## src/rtl/lsp_pkg.sv

```systemverilog
package lsp_pkg;
  typedef enum logic [1:0] {
    OP_ADD  = 2'd0,
    OP_XOR  = 2'd1,
    OP_ROTL = 2'd2
  } op_kind_e;
endpackage

```

## src/rtl/lsp_op.sv

```systemverilog
module lsp_op
  import lsp_pkg::*;
#(
  parameter int       W    = 16,
  parameter op_kind_e KIND = OP_ADD,
  parameter logic [W-1:0] ARG = '0
) (
  input  logic [W-1:0] x,
  output logic [W-1:0] y
);
  localparam int SH = int'(ARG) % W;

  function automatic logic [W-1:0] f_add(input logic [W-1:0] a);
    return a + ARG;
  endfunction

  function automatic logic [W-1:0] f_xor(input logic [W-1:0] a);
    return a ^ ARG;
  endfunction

  function automatic logic [W-1:0] f_rotl(input logic [W-1:0] a);
    if (SH == 0) return a;
    return (a << SH) | (a >> (W - SH));
  endfunction

  generate
    case (KIND)
      OP_ADD:  begin : g_add  assign y = f_add(x);  end
      OP_XOR:  begin : g_xor  assign y = f_xor(x);  end
      default: begin : g_rotl assign y = f_rotl(x); end
    endcase
  endgenerate
endmodule

```

## src/rtl/lsp_slot.sv

```systemverilog
module lsp_slot #(
  parameter int W = 16
) (
  input  logic         clk,
  input  logic         rst_n,
  input  logic         adv,
  input  logic         we_data,
  input  logic [W-1:0] nxt_data,
  input  logic         nxt_valid,
  output logic [W-1:0] q_data,
  output logic         q_valid
);
  // valid flag: reset, updated on every advance
  always_ff @(posedge clk or negedge rst_n) begin
    if (!rst_n)   q_valid <= 1'b0;
    else if (adv) q_valid <= nxt_valid;
  end

  // payload: no reset, written only when advancing with real data
  always_ff @(posedge clk) begin
    if (adv && we_data) q_data <= nxt_data;
  end
endmodule

```

## src/rtl/lsp_ctrl.sv

```systemverilog
module lsp_ctrl (
  input  logic in_valid,
  input  logic out_ready,
  input  logic tail_valid,
  output logic adv,
  output logic take
);
  // single lockstep condition: consumer accepts, or tail slot is a bubble
  assign adv  = out_ready || !tail_valid;
  assign take = adv && in_valid;
endmodule

```

## src/rtl/lockstep_pipe.sv

```systemverilog
module lockstep_pipe
  import lsp_pkg::*;
#(
  parameter int W = 16,
  parameter logic [W-1:0] K0 = W'(19),
  parameter logic [W-1:0] K1 = W'(23130),
  parameter int unsigned  ROT2 = 3
) (
  input  logic         clk,
  input  logic         rst_n,
  input  logic         in_valid,
  output logic         in_ready,
  input  logic [W-1:0] in_data,
  output logic         out_valid,
  input  logic         out_ready,
  output logic [W-1:0] out_data
);
  logic         adv_w, take_w;
  logic [W-1:0] s0_res, s1_res, s2_res;
  logic [W-1:0] r1_data, r2_data;
  logic         r1_valid, r2_valid;

  lsp_ctrl u_ctrl (
    .in_valid  (in_valid),
    .out_ready (out_ready),
    .tail_valid(r2_valid),
    .adv       (adv_w),
    .take      (take_w)
  );

  lsp_op #(.W(W), .KIND(OP_ADD), .ARG(K0)) u_op0 (.x(in_data), .y(s0_res));

  lsp_slot #(.W(W)) u_r1 (
    .clk      (clk),
    .rst_n    (rst_n),
    .adv      (adv_w),
    .we_data  (take_w),
    .nxt_data (s0_res),
    .nxt_valid(take_w),
    .q_data   (r1_data),
    .q_valid  (r1_valid)
  );

  lsp_op #(.W(W), .KIND(OP_XOR), .ARG(K1)) u_op1 (.x(r1_data), .y(s1_res));

  lsp_slot #(.W(W)) u_r2 (
    .clk      (clk),
    .rst_n    (rst_n),
    .adv      (adv_w),
    .we_data  (r1_valid),
    .nxt_data (s1_res),
    .nxt_valid(r1_valid),
    .q_data   (r2_data),
    .q_valid  (r2_valid)
  );

  lsp_op #(.W(W), .KIND(OP_ROTL), .ARG(W'(ROT2))) u_op2 (.x(r2_data), .y(s2_res));

  assign in_ready  = adv_w;
  assign out_valid = r2_valid;
  assign out_data  = s2_res;

  // reset leaves no word at the output
  p_reset_empty_r1: assert property (@(posedge clk) !rst_n |=> !out_valid);

  // an accepted word fills the first register
  p_accept_fills_r3: assert property (@(posedge clk) disable iff (!rst_n)
    in_valid && in_ready |=> r1_valid);

  // advancing without input inserts a bubble
  p_bubble_in_r4: assert property (@(posedge clk) disable iff (!rst_n)
    in_ready && !in_valid |=> !r1_valid);

  // validity shifts from first to second register on advance
  p_valid_shift_r5: assert property (@(posedge clk) disable iff (!rst_n)
    in_ready |=> r2_valid == $past(r1_valid));

  // a refused tail word freezes the pipe
  p_stall_hold_r7: assert property (@(posedge clk) disable iff (!rst_n)
    out_valid && !out_ready |=> out_valid && $stable(out_data));

  p_stall_freeze_r7: assert property (@(posedge clk) disable iff (!rst_n)
    !in_ready |=> $stable(r1_valid) && $stable(r2_valid));

  // an empty tail never blocks the input
  p_empty_tail_moves_r9: assert property (@(posedge clk) disable iff (!rst_n)
    !r2_valid |-> in_ready);
endmodule

```

## config.mk

```make
export PLATFORM = sky130hd
export DESIGN_NAME = lockstep_pipe
export DESIGN_NICKNAME = d
export VERILOG_FILES = /design/src/rtl/lsp_pkg.sv /design/src/rtl/lsp_op.sv /design/src/rtl/lsp_slot.sv /design/src/rtl/lsp_ctrl.sv /design/src/rtl/lockstep_pipe.sv
export SDC_FILE = /design/constraint.sdc
export NUM_CORES = 1
export LEC_CHECK = 0
export CAP_MARGIN = 30
export CORE_MARGIN = 2
export CORE_UTILIZATION = 26
export CTS_CLUSTER_DIAMETER = 200
export DETAILED_ROUTE_END_ITERATION = 12
export GPL_ROUTABILITY_DRIVEN = 1
export MAX_ROUTING_LAYER = met4
export SYNTH_ARGS = -nofsm -noshare
export SYNTH_HDL_FRONTEND = slang
export SYNTH_SLANG_ARGS = --single-unit
```

## constraint.sdc

```tcl
create_clock -name clk -period 2 [get_ports clk]
set_clock_uncertainty 0.2 [all_clocks]
set_input_delay 0.4 -clock clk [delete_from_list [all_inputs] [get_ports clk]]
set_output_delay 0.4 -clock clk [all_outputs]
set_load 0.1 [all_outputs]
```

==> qor.csv <==
metric,value,unit
fraction of synthesized cell area taken by the top area cell type,67.4,%
All-Layer GR Usage,9.59,%
total CTS buffers,5,
global-route wire length before repair,4.30,mm
Final HPWL DP,2.09,mm
Worst path max stage delay,0.49,ns
Max-slew headroom,75.5,%
number of core rows,26,
Final Cell Area,2290,sq um
yosys warns,0,
worst path setup slack after routing,0.0402,ns
pin count of the biggest net entering global routing,17,
Chip Width,78.0,um
antenna violations before repair,0,
Seq pwr share,46.4,%
worst path arrival time,1.79,ns
synthesized instance count,91,
post-detailed-route count of antenna-violating nets,0,
power density over the cells,844,nW/um^2
sum of routed wire length over all layers,2.56,mm
total via count after detailed routing,904,
Synthesized Nets,112,
core footprint,5200,sq um
final net count,170,
Critical Path End Type,flip-flop,
number of slew-limit violations in the final report,0,
clock slew at the register clock pins of the worst setup and hold paths,0.06,ns
overall die area,6090,sq um
required time at the endpoint of the critical path,1.83,ns
main combinational cell family by area after synthesis,XOR/XNOR gates,
cell with the largest stage delay on the worst path,sky130_fd_sc_hd__clkdlybuf4s50_1,
Final period util,98.0,%
worst-skew pair later-pin latency,0.28,ns
number of max-cap violations,0,
final hold violations,0,
critical path peak fanout,6,
minimum setup slack among reg-to-reg paths,0.64,ns
Min-Delay Path Class,in -> async,
type of origin of the critical path,input port,
placed cell areas,2210,sq um
Yosys top cell by area,sky130_fd_sc_hd__edfxtp_1,
share of synthesized area occupied by flip-flops and latches,70.9,%
H-tree levels,2,
DRC Markers,0,
IO Port Bufs,37,
starting density of the core,27.4,%
multiplexer share of the synthesized area,0.790,%
total iterations of the first detailed-routing run,3,
count of unique library cells instantiated by Yosys,25,
via count of the first global-routing pass,959,
post-route minimum period,1.96,ns
switching share of power,31.3,%
Mapped Area,1430,sq um
mean instance size in the synthesized netlist,15.7,sq um
CP Class,in -> reg,
"post-synthesis share of cell area spent on full adders, half adders and majority gates",0.878,%
routed wire length per instance,11.7,um
number of diodes added for antenna fixing,0,
fraction of final layout cells with drive strength greater than 1,33.3,%
largest cells by area after synthesis,"sky130_fd_sc_hd__edfxtp_1 67%, sky130_fd_sc_hd__xnor2_1 7.4%, sky130_fd_sc_hd__dfrtp_1 3.5%",
total overflow reported by the global router,0,
overall power,1930,uW
clk sink count,34,
transition time of the tightest slew-check pin,0.366,ns
net switching power figure,605,uW
final weighted congestion in routability-driven placement,0.718,
highest clock rate,0.510,GHz
status,"complete, no violations",
Comb power frac,29.8,%
LEAKAGE,0.000885,uW
layout-stage area growth over the synthesis result,60.7,%
Buf/Inv on CP,2,
internal power,1330,uW
top cell family by delay on the critical path,buffers and inverters,
hold_buf cts,0,
final setup violation count,0,
worst setup timing slack at the placement stage,-0.265,ns
via/cell ratio,4.11,
cell chain of the critical path,"clkdlybuf4s50_1, inv_1, ha_1, and3b_2, o2111ai_1, xnor2_1",
setup repair after global routing missed its margin,no,
xor and xnor fraction of the mapped netlist area,8.60,%
TritonCTS clock tree,built,
height of the die,78.0,um
count of cells resized by post-cts repair,0,
CTS root buffer,sky130_fd_sc_hd__clkbuf_8,
1st-iter DRT viols,30,
count of state elements after synthesis,34,
complex-gate fraction of the synthesized area,7.90,%
worst-case vdd ir drop,0.000300,V
clock network power share,23.8,%
Simple-Gate Fraction of Synth Area,6.41,%
number of setup buffers added after CTS,0,
buffer levels on the longest clock path,2,
Top-Level Pins,38,
-- layout make-up --
class | count | area (sq um)
clock buffer | 6 | 72.6
clock inverter | 2 | 8.76
fill | 498 | 2920
inverter | 12 | 45.0
multi-input combinational | 42 | 360
sequential | 34 | 1010
tap | 70 | 87.6
timing repair buffer | 54 | 703
-- through the flow --
step	hold WS [ns]	instances	util (%)	setup TNS (ns)
2_1_floorplan	-0.0956	91	-	0
3_3_place_gp	0.206	212	42.4	-1.30
3_5_place_dp	0.205	212	42.4	-1.77
4_1_cts	0.0729	220	44.0	0
5_1_grt	0.0785	220	44.0	0
6_report	0.0772	220	44.0	0
-- power by group through the flow --
stage	registers, uW	logic (uW)	clock network (uW)
2_1_floorplan	1130	91.9	0
4_1_cts	898	581	473
6_report	896	575	460
5_1_grt	901	597	506
3_3_place_gp	910	570	0
3_5_place_dp	913	579	0
-- layout by cell type, fill, tap and decap left out, drive strengths merged, types with 3 or more instances in the layout --
master / count
xnor2: 12
buf: 35
o2111ai: 4
inv: 12
clkdlybuf4s50: 19
and2: 3
edfxtp: 32
o211ai: 4
clkbuf: 6
-- kinds of logic (layout without fill, tap and decap cells) --
family,after synthesis,in the layout
compound gates,13,13
buf+inv,15,74
flops,34,34
xor+xnor,14,14
fa+ha+maj,1,1
simple gates,13,13
mux,1,1
-- per-layer routing --
| layer | vias up | global-route usage [%] | share of wire (%) |
|---|---|---|---|
| li1 | 448 | - | - |
| met1 | 424 | 9.61 | 39 |
| met2 | 27 | 16.8 | 54 |
| met3 | 5 | 2.41 | 5.0 |
| met4 | 0 | 5.79 | 2.6 |
| met5 | - | - | 0 |
-- worst paths after layout --
kind,depth (start not counted),endpoint,from
max,6,u_r1.q_data[8]$_DFFE_PP_,in_data[0]
min,1,u_r2.q_valid$_DFFE_PN0N_,rst_n
max reg2reg,3,u_r2.q_data[7]$_DFFE_PP_,u_r2.q_valid$_DFFE_PN0N_
min reg2reg,0,u_r2.q_data[15]$_DFFE_PP_,u_r1.q_data[15]$_DFFE_PP_
max in group asynchronous,1,u_r2.q_valid$_DFFE_PN0N_,rst_n
min in group clk,0,u_r2.q_data[15]$_DFFE_PP_,u_r1.q_data[15]$_DFFE_PP_
-- cells in the mapped netlist, drive strengths merged --
master and instances:
a2111oi 1, a211oi 1, and2 3, and3 1, and3b 1, and4 2, buf 1, clkbuf 2
dfrtp 2, edfxtp 32, ha 1, inv 12, mux2 1, nand2 1, nand2b 2, nand4 2
nor2 1, o2111ai 4, o211a 1, o211ai 4, o21ai 2, xnor2 12, xor2 2
-- registers in the layout, indices dropped and copies added (netlist names) --
register      cells
u_r1.q_valid      1
u_r1.q_data      16
u_r2.q_data      16
u_r2.q_valid      1
No activity file was read; power rests on OpenSTA's default activity.
